**config.mk**
```make
export PLATFORM = sky130hd
export DESIGN_NAME = cmt_pwm_timer
export DESIGN_NICKNAME = d
export VERILOG_FILES = /design/src/rtl/cmt_pkg.sv /design/src/rtl/cmt_regs.sv /design/src/rtl/cmt_core.sv /design/src/rtl/cmt_pin.sv /design/src/rtl/cmt_pwm_timer.sv
export SDC_FILE = /design/constraint.sdc
export NUM_CORES = 1
export LEC_CHECK = 0
export BUFFER_PORTS_ARGS = -buffer_cell sky130_fd_sc_hd__buf_2
export CAP_MARGIN = 0
export CORE_UTILIZATION = 47
export DETAILED_ROUTE_END_ITERATION = 12
export GPL_TIMING_DRIVEN = 0
export PLACE_DENSITY = 0.82
export SYNTH_ARGS = -nofsm -noshare
export SYNTH_HDL_FRONTEND = slang
export SYNTH_SLANG_ARGS = --single-unit
```
**constraint.sdc**
```tcl
create_clock -name clk -period 1.88 [get_ports clk]
set_clock_uncertainty 0.05 [all_clocks]
set_input_delay 0.282 -clock clk [delete_from_list [all_inputs] [get_ports clk]]
set_output_delay 0.282 -clock clk [all_outputs]
set_load 0.05 [all_outputs]
```
**src/rtl/cmt_pkg.sv**
```systemverilog
package cmt_pkg;
  localparam int BUS_W = 8;

  localparam int B_IEN  = 0;
  localparam int B_OE   = 1;
  localparam int B_FLAG = 2;
  localparam int B_PWM  = 3;
  localparam int B_RUN  = 4;

  localparam logic A_CTRL = 1'b0;
  localparam logic A_CMP  = 1'b1;

  typedef struct packed {
    logic run;
    logic pwm;
    logic flag;
    logic oe;
    logic ien;
  } ctrl_t;
endpackage

```
**src/rtl/cmt_regs.sv**
```systemverilog
module cmt_regs
  import cmt_pkg::*;
#(
  parameter int CNT_W = 8
) (
  input  logic                  clk,
  input  logic                  rst,
  input  logic                  sel,
  input  logic                  wr,
  input  logic                  addr,
  input  logic [BUS_W-1:0]      wdata,
  input  logic                  rmw,
  input  logic                  match,
  output ctrl_t                 ctrl,
  output logic [CNT_W-1:0]      cmp,
  output logic [BUS_W-1:0]      rdata
);
  localparam int PAD_W = BUS_W - CNT_W;

  logic             wr_ctrl, wr_cmp, rd_any;
  logic [BUS_W-1:0] rd_mux;
  logic             unused_wbits;

  assign wr_ctrl = sel && wr && (addr == A_CTRL);
  assign wr_cmp  = sel && wr && (addr == A_CMP);
  assign rd_any  = sel && !wr;
  assign unused_wbits = ^wdata;

  always_comb begin
    rd_mux = '0;
    if (addr == A_CTRL) begin
      rd_mux[B_IEN]  = ctrl.ien;
      rd_mux[B_OE]   = ctrl.oe;
      rd_mux[B_PWM]  = ctrl.pwm;
      rd_mux[B_RUN]  = ctrl.run;
      rd_mux[B_FLAG] = ctrl.pwm ? 1'b0 : (rmw ? 1'b1 : ctrl.flag);
    end
  end

  always_ff @(posedge clk) begin
    if (rst) begin
      ctrl  <= '0;
      cmp   <= '0;
      rdata <= '0;
    end else begin
      if (wr_ctrl) begin
        ctrl.ien <= wdata[B_IEN];
        ctrl.oe  <= wdata[B_OE];
        ctrl.pwm <= wdata[B_PWM];
        ctrl.run <= wdata[B_RUN];
      end
      if (!ctrl.pwm) begin
        if (match)
          ctrl.flag <= 1'b1;
        else if (wr_ctrl && !wdata[B_FLAG])
          ctrl.flag <= 1'b0;
      end
      if (wr_cmp)
        cmp <= wdata[CNT_W-1:0];
      if (rd_any)
        rdata <= rd_mux;
    end
  end

  initial begin
    if (PAD_W < 0) $error("CNT_W must not exceed the bus width");
  end

  assert_flag_set_R3: assert property (@(posedge clk) disable iff (rst)
    match |=> ctrl.flag);

  assert_pwm_flag_frozen_R8: assert property (@(posedge clk) disable iff (rst)
    ctrl.pwm |=> $stable(ctrl.flag));

  assert_rmw_flag_R5: assert property (@(posedge clk) disable iff (rst)
    (rd_any && rmw && (addr == A_CTRL) && !ctrl.pwm) |=> rdata[B_FLAG]);
endmodule

```
**src/rtl/cmt_core.sv**
```systemverilog
module cmt_core #(
  parameter int CNT_W = 8
) (
  input  logic             clk,
  input  logic             rst,
  input  logic             run,
  input  logic             pwm,
  input  logic             ien,
  input  logic [CNT_W-1:0] cmp,
  output logic             match,
  output logic             tmr_out,
  output logic             irq
);
  logic [CNT_W-1:0] cnt;
  logic             tgl;
  logic             pwm_q;

  assign match   = run && !pwm && (cnt == cmp);
  assign tmr_out = pwm ? pwm_q : tgl;

  always_ff @(posedge clk) begin
    if (rst) begin
      cnt   <= '0;
      tgl   <= 1'b0;
      pwm_q <= 1'b0;
      irq   <= 1'b0;
    end else begin
      irq <= match && ien;
      if (!run) begin
        cnt   <= '0;
        tgl   <= 1'b0;
        pwm_q <= 1'b0;
      end else if (pwm) begin
        cnt   <= cnt + 1'b1;
        pwm_q <= (cnt < cmp);
      end else if (match) begin
        cnt <= '0;
        tgl <= ~tgl;
      end else begin
        cnt <= cnt + 1'b1;
      end
    end
  end

  assert_clear_on_match_R2: assert property (@(posedge clk) disable iff (rst)
    match |=> (cnt == '0));

  assert_hold_stopped_R10: assert property (@(posedge clk) disable iff (rst)
    !run |=> ((cnt == '0) && !tgl));

  assert_pwm_no_irq_R8: assert property (@(posedge clk) disable iff (rst)
    pwm |=> !irq);
endmodule

```
**src/rtl/cmt_pin.sv**
```systemverilog
module cmt_pin (
  input  logic clk,
  input  logic rst,
  input  logic oe,
  input  logic tmr_out,
  input  logic gpio_val,
  input  logic gpio_dir,
  output logic pin_out,
  output logic pin_oe
);
  always_ff @(posedge clk) begin
    if (rst) begin
      pin_out <= 1'b0;
      pin_oe  <= 1'b0;
    end else begin
      pin_out <= oe ? tmr_out : gpio_val;
      pin_oe  <= oe | gpio_dir;
    end
  end

  assert_oe_override_R9: assert property (@(posedge clk) disable iff (rst)
    oe |=> pin_oe);

  assert_gpio_pass_R9: assert property (@(posedge clk) disable iff (rst)
    !oe |=> (pin_out == $past(gpio_val)));
endmodule

```
**src/rtl/cmt_pwm_timer.sv**
```systemverilog
module cmt_pwm_timer
  import cmt_pkg::*;
#(
  parameter int CNT_W = 8
) (
  input  logic             clk,
  input  logic             rst,
  input  logic             bus_sel,
  input  logic             bus_wr,
  input  logic             bus_addr,
  input  logic [BUS_W-1:0] bus_wdata,
  input  logic             bus_rmw,
  output logic [BUS_W-1:0] bus_rdata,
  input  logic             gpio_val,
  input  logic             gpio_dir,
  output logic             pin_out,
  output logic             pin_oe,
  output logic             irq
);
  ctrl_t            ctrl;
  logic [CNT_W-1:0] cmp;
  logic             match;
  logic             tmr_out;

  cmt_regs #(.CNT_W(CNT_W)) u_regs (
    .clk(clk), .rst(rst), .sel(bus_sel), .wr(bus_wr), .addr(bus_addr),
    .wdata(bus_wdata), .rmw(bus_rmw), .match(match),
    .ctrl(ctrl), .cmp(cmp), .rdata(bus_rdata)
  );

  cmt_core #(.CNT_W(CNT_W)) u_core (
    .clk(clk), .rst(rst), .run(ctrl.run), .pwm(ctrl.pwm), .ien(ctrl.ien),
    .cmp(cmp), .match(match), .tmr_out(tmr_out), .irq(irq)
  );

  cmt_pin u_pin (
    .clk(clk), .rst(rst), .oe(ctrl.oe), .tmr_out(tmr_out),
    .gpio_val(gpio_val), .gpio_dir(gpio_dir),
    .pin_out(pin_out), .pin_oe(pin_oe)
  );
endmodule

```
==> reports/metrics.cfg <==
[critical_path]
path_cells = inv_1, ha_1, nand4_1, or4_4, buf_6, xor2_2, nor3_2
path_class = register to register
rrSetupSlack_ns = 0.09
crit_required_ns = 2.10
slowest_stage = or4_4
path_max_fanout = 5
end_kind = register
critPathTopFamily = simple AND/OR/NAND/NOR gates
worst-path-buf-inv = 2
worst_ep_arrival_time_ns = 2.01
max_stage_delay_ns = 0.42
start_kind = register

[placed_design]
placed_cells = 204
gp_congestion = 0.945
hpwl_um = 2120
preCtsSetupSlack_ns = 0.0689
placed_area_um2 = 1540
io_buffers = 22

[floorplan]
fp.dieH_um = 56.2
core-area_um2 = 2760
rows = 19
dieArea_um2 = 3150
io_pins = 27
die_x_um = 56.2
start_util_pct = 50.0

[timing]
fin_crit_sh_pct = 95.3
rsz0062_at_grt = true
hold_viol_final = 0
period_minus_slack_ns = 1.79
slew_headroom_pct = 65.1
worst_pin_slew_ns = 0.522
fmax_mhz = 558
slew_violations = 0
fin_ws_ns = 0.0884
setup_viol = 0

[drt]
routed_wl_um = 2810
drc = 0
via_per_inst = 5.25
num_vias = 1114
wl_per_cell_um = 13.3
drtPass1Iterations = 4
antenna_left = 0
drt_iter0_markers = 21

[power]
worst_ir_drop_vdd_mv = 0.610
power.total_w = 0.00125
comb_power_share_pct = 10.1
switchingPower_w = 0.000315
seqPwrFrac_pct = 54.1
leakage_nw = 0.729
p_clk_share_pct = 35.7
sw_frac_of_total_pct = 25.1
p_int_w = 0.000938
p_per_area_nw_per_um2 = 772

[synth]
synth.yosys.warnings = 0
synth_seq_cells = 31
ys_seq_area_share_pct = 45.0
syn_avg_cell_area_um2 = 9.25
synth_cell_types = 28
netlist_area_um2 = 1380
syn-instance-count = 149

[clock_network]
htreeDepth = 2
cts_buffers = 5
cts_tree = done
clock-sinks = 31
clk_latency_ns = 0.34
clock-root-buffer = clkbuf_4
clockBufferDepth = 2
clk_pin_slew_worst_paths_ns = 0.10

[cells_and_area]
fillers = 233
fin_nets = 205
antenna_cells_inserted = 0
stdcell_count = 212
area_growth_pct = 17.6
final_layout_size_suffix_gt1_share_pct = 23.2
final_cell_area_um2 = 1620

[global_route]
grt_start_max_net_pins = 11
grt_pass1_wl_um = 4660
grt_usage_pct = 19.2
grt_pass1_vias = 1062
grt_antenna_before_repair = 0
overflow = 0

[run_status]
status = completed

[flow_run]
cap_violations = 0

[hold_path]
min_path_type = input port to register

-- worst reg2reg max path: cells and delay by family (launching register included) --
family | cells | cell delay, ns
xor gates and xnor gates | 1 | 0.14
adders and majority gates | 1 | 0.29
buffers and inverters | 2 | 0.24
DFF | 1 | 0.41
and+or+nand+nor | 3 | 0.60
-- final cells by class --
cell class                 count  area, um2  share of cell area (%)
multi-input combinational    102        684                    42.2
sequential                    31        626                    38.6
timing repair buffer          22        110                    6.79
clock buffer                   8       68.8                    4.24
buffer                         9       60.1                    3.70
tap                           31       38.8                    2.39
inverter                       9       33.8                    2.08
-- cell usage after synthesis, drive strengths merged --
| cell | count | area (um2) |
|---|---|---|
| nand4 | 2 | 12.5 |
| xor2 | 3 | 26.3 |
| nand3b | 3 | 22.5 |
| buf | 5 | 45.0 |
| nand2b | 1 | 6.26 |
| a21oi | 8 | 40.0 |
| ha | 9 | 113 |
| mux2i | 13 | 130 |
| clkbuf | 4 | 15.0 |
| o31ai | 2 | 15.0 |
| and3 | 1 | 6.26 |
| or4 | 1 | 11.3 |
| xnor2 | 4 | 35.0 |
| conb | 1 | 3.75 |
| nor3 | 4 | 25.0 |
| a211oi | 2 | 15.0 |
| nor3b | 4 | 30.0 |
| nand2 | 5 | 21.3 |
| o211ai | 1 | 7.51 |
| inv | 9 | 33.8 |
| nand3 | 3 | 15.0 |
| dfxtp | 31 | 621 |
| nor2b | 1 | 6.26 |
| o21ai | 2 | 10.0 |
| nor2 | 30 | 113 |
-- layer usage --
| layer | GRT usage, % | up-vias | wire length, um |
|---|---|---|---|
| met5 | 0 | - | 0 |
| met4 | 5.23 | 0 | 37 |
| met3 | 6.51 | 6 | 158 |
| met2 | 33.5 | 35 | 1410 |
| met1 | 22.4 | 519 | 1200 |
| li1 | - | 554 | - |
-- per-stage QoR --
step                util, %  hold WS (ns)  setup TNS (ns)
CTS                    58.2        0.0890               0
finish                 58.8        0.0931               0
floorplan                 -         0.305               0
global route           58.8        0.0990        -0.00238
detailed placement     55.7         0.398               0
global placement       55.7         0.387               0
-- flip-flops by register name, summed over array words and instances, names as in the netlist --
name,count
u_pin.pin_out,1
u_pin.pin_oe,1
u_core.pwm_q,1
u_core.tgl,1
u_regs.rdata,5
u_core.cnt,8
u_regs.ctrl,5
u_regs.cmp,8
u_core.irq,1
-- final timing paths --
check,from,end,cells past startpoint
max,u_core.cnt[0]$_SDFF_PP0_,u_core.tgl$_SDFFE_PP0P_,7
min,gpio_dir,u_pin.pin_oe$_SDFF_PP0_,3
max reg2reg,u_core.cnt[0]$_SDFF_PP0_,u_core.tgl$_SDFFE_PP0P_,7
min reg2reg,u_regs.rdata[2]$_SDFFE_PP0P_,u_regs.rdata[2]$_SDFFE_PP0P_,2
-- layout by cell type, fill, tap and decap left out, drive strengths merged --
cell type and instances:
mux2i 13, nor2b 1, o21ai 2, or4 1, xnor2 4, nand4 2
o211ai 1, buf 27, inv 9, nand2b 1, and3 1, dfxtp 31
ha 9, nand2 5, nand3 3, conb 3, nand3b 3, nor3 4
clkbuf 12, nor2 30, a211oi 2, a21oi 8, xor2 3, o31ai 2
nor3b 4
-- power by group through the flow --
stage | sequential (W) | combinational, W | clock, W
after floorplan | 0.000705 | 0.0000756 | 0
after global placement | 0.000692 | 0.000119 | 0
after detailed placement | 0.000693 | 0.000125 | 0
after CTS | 0.000678 | 0.000125 | 0.000457
after global routing | 0.000679 | 0.000137 | 0.000482
final | 0.000678 | 0.000127 | 0.000448
-- kinds of logic after synthesis --
group           after synthesis  share of synthesized area (%)
compound gates               15                           6.35
xor+xnor                      7                           4.45
fa+ha+maj                     9                           8.17
buf+inv                      18                           6.81
flops                        31                           45.0
mux                          13                           9.44
other cells                   1                          0.272
simple gates                 55                           19.5
-- timing repair --
item | in CTS | in global routing
resized for setup | 0 | 6
buffers inserted | 0 | 0
setup endpoints to repair | 0 | 8
hold buffers | 0 | 0
No activity file was read; power rests on OpenSTA's default activity.
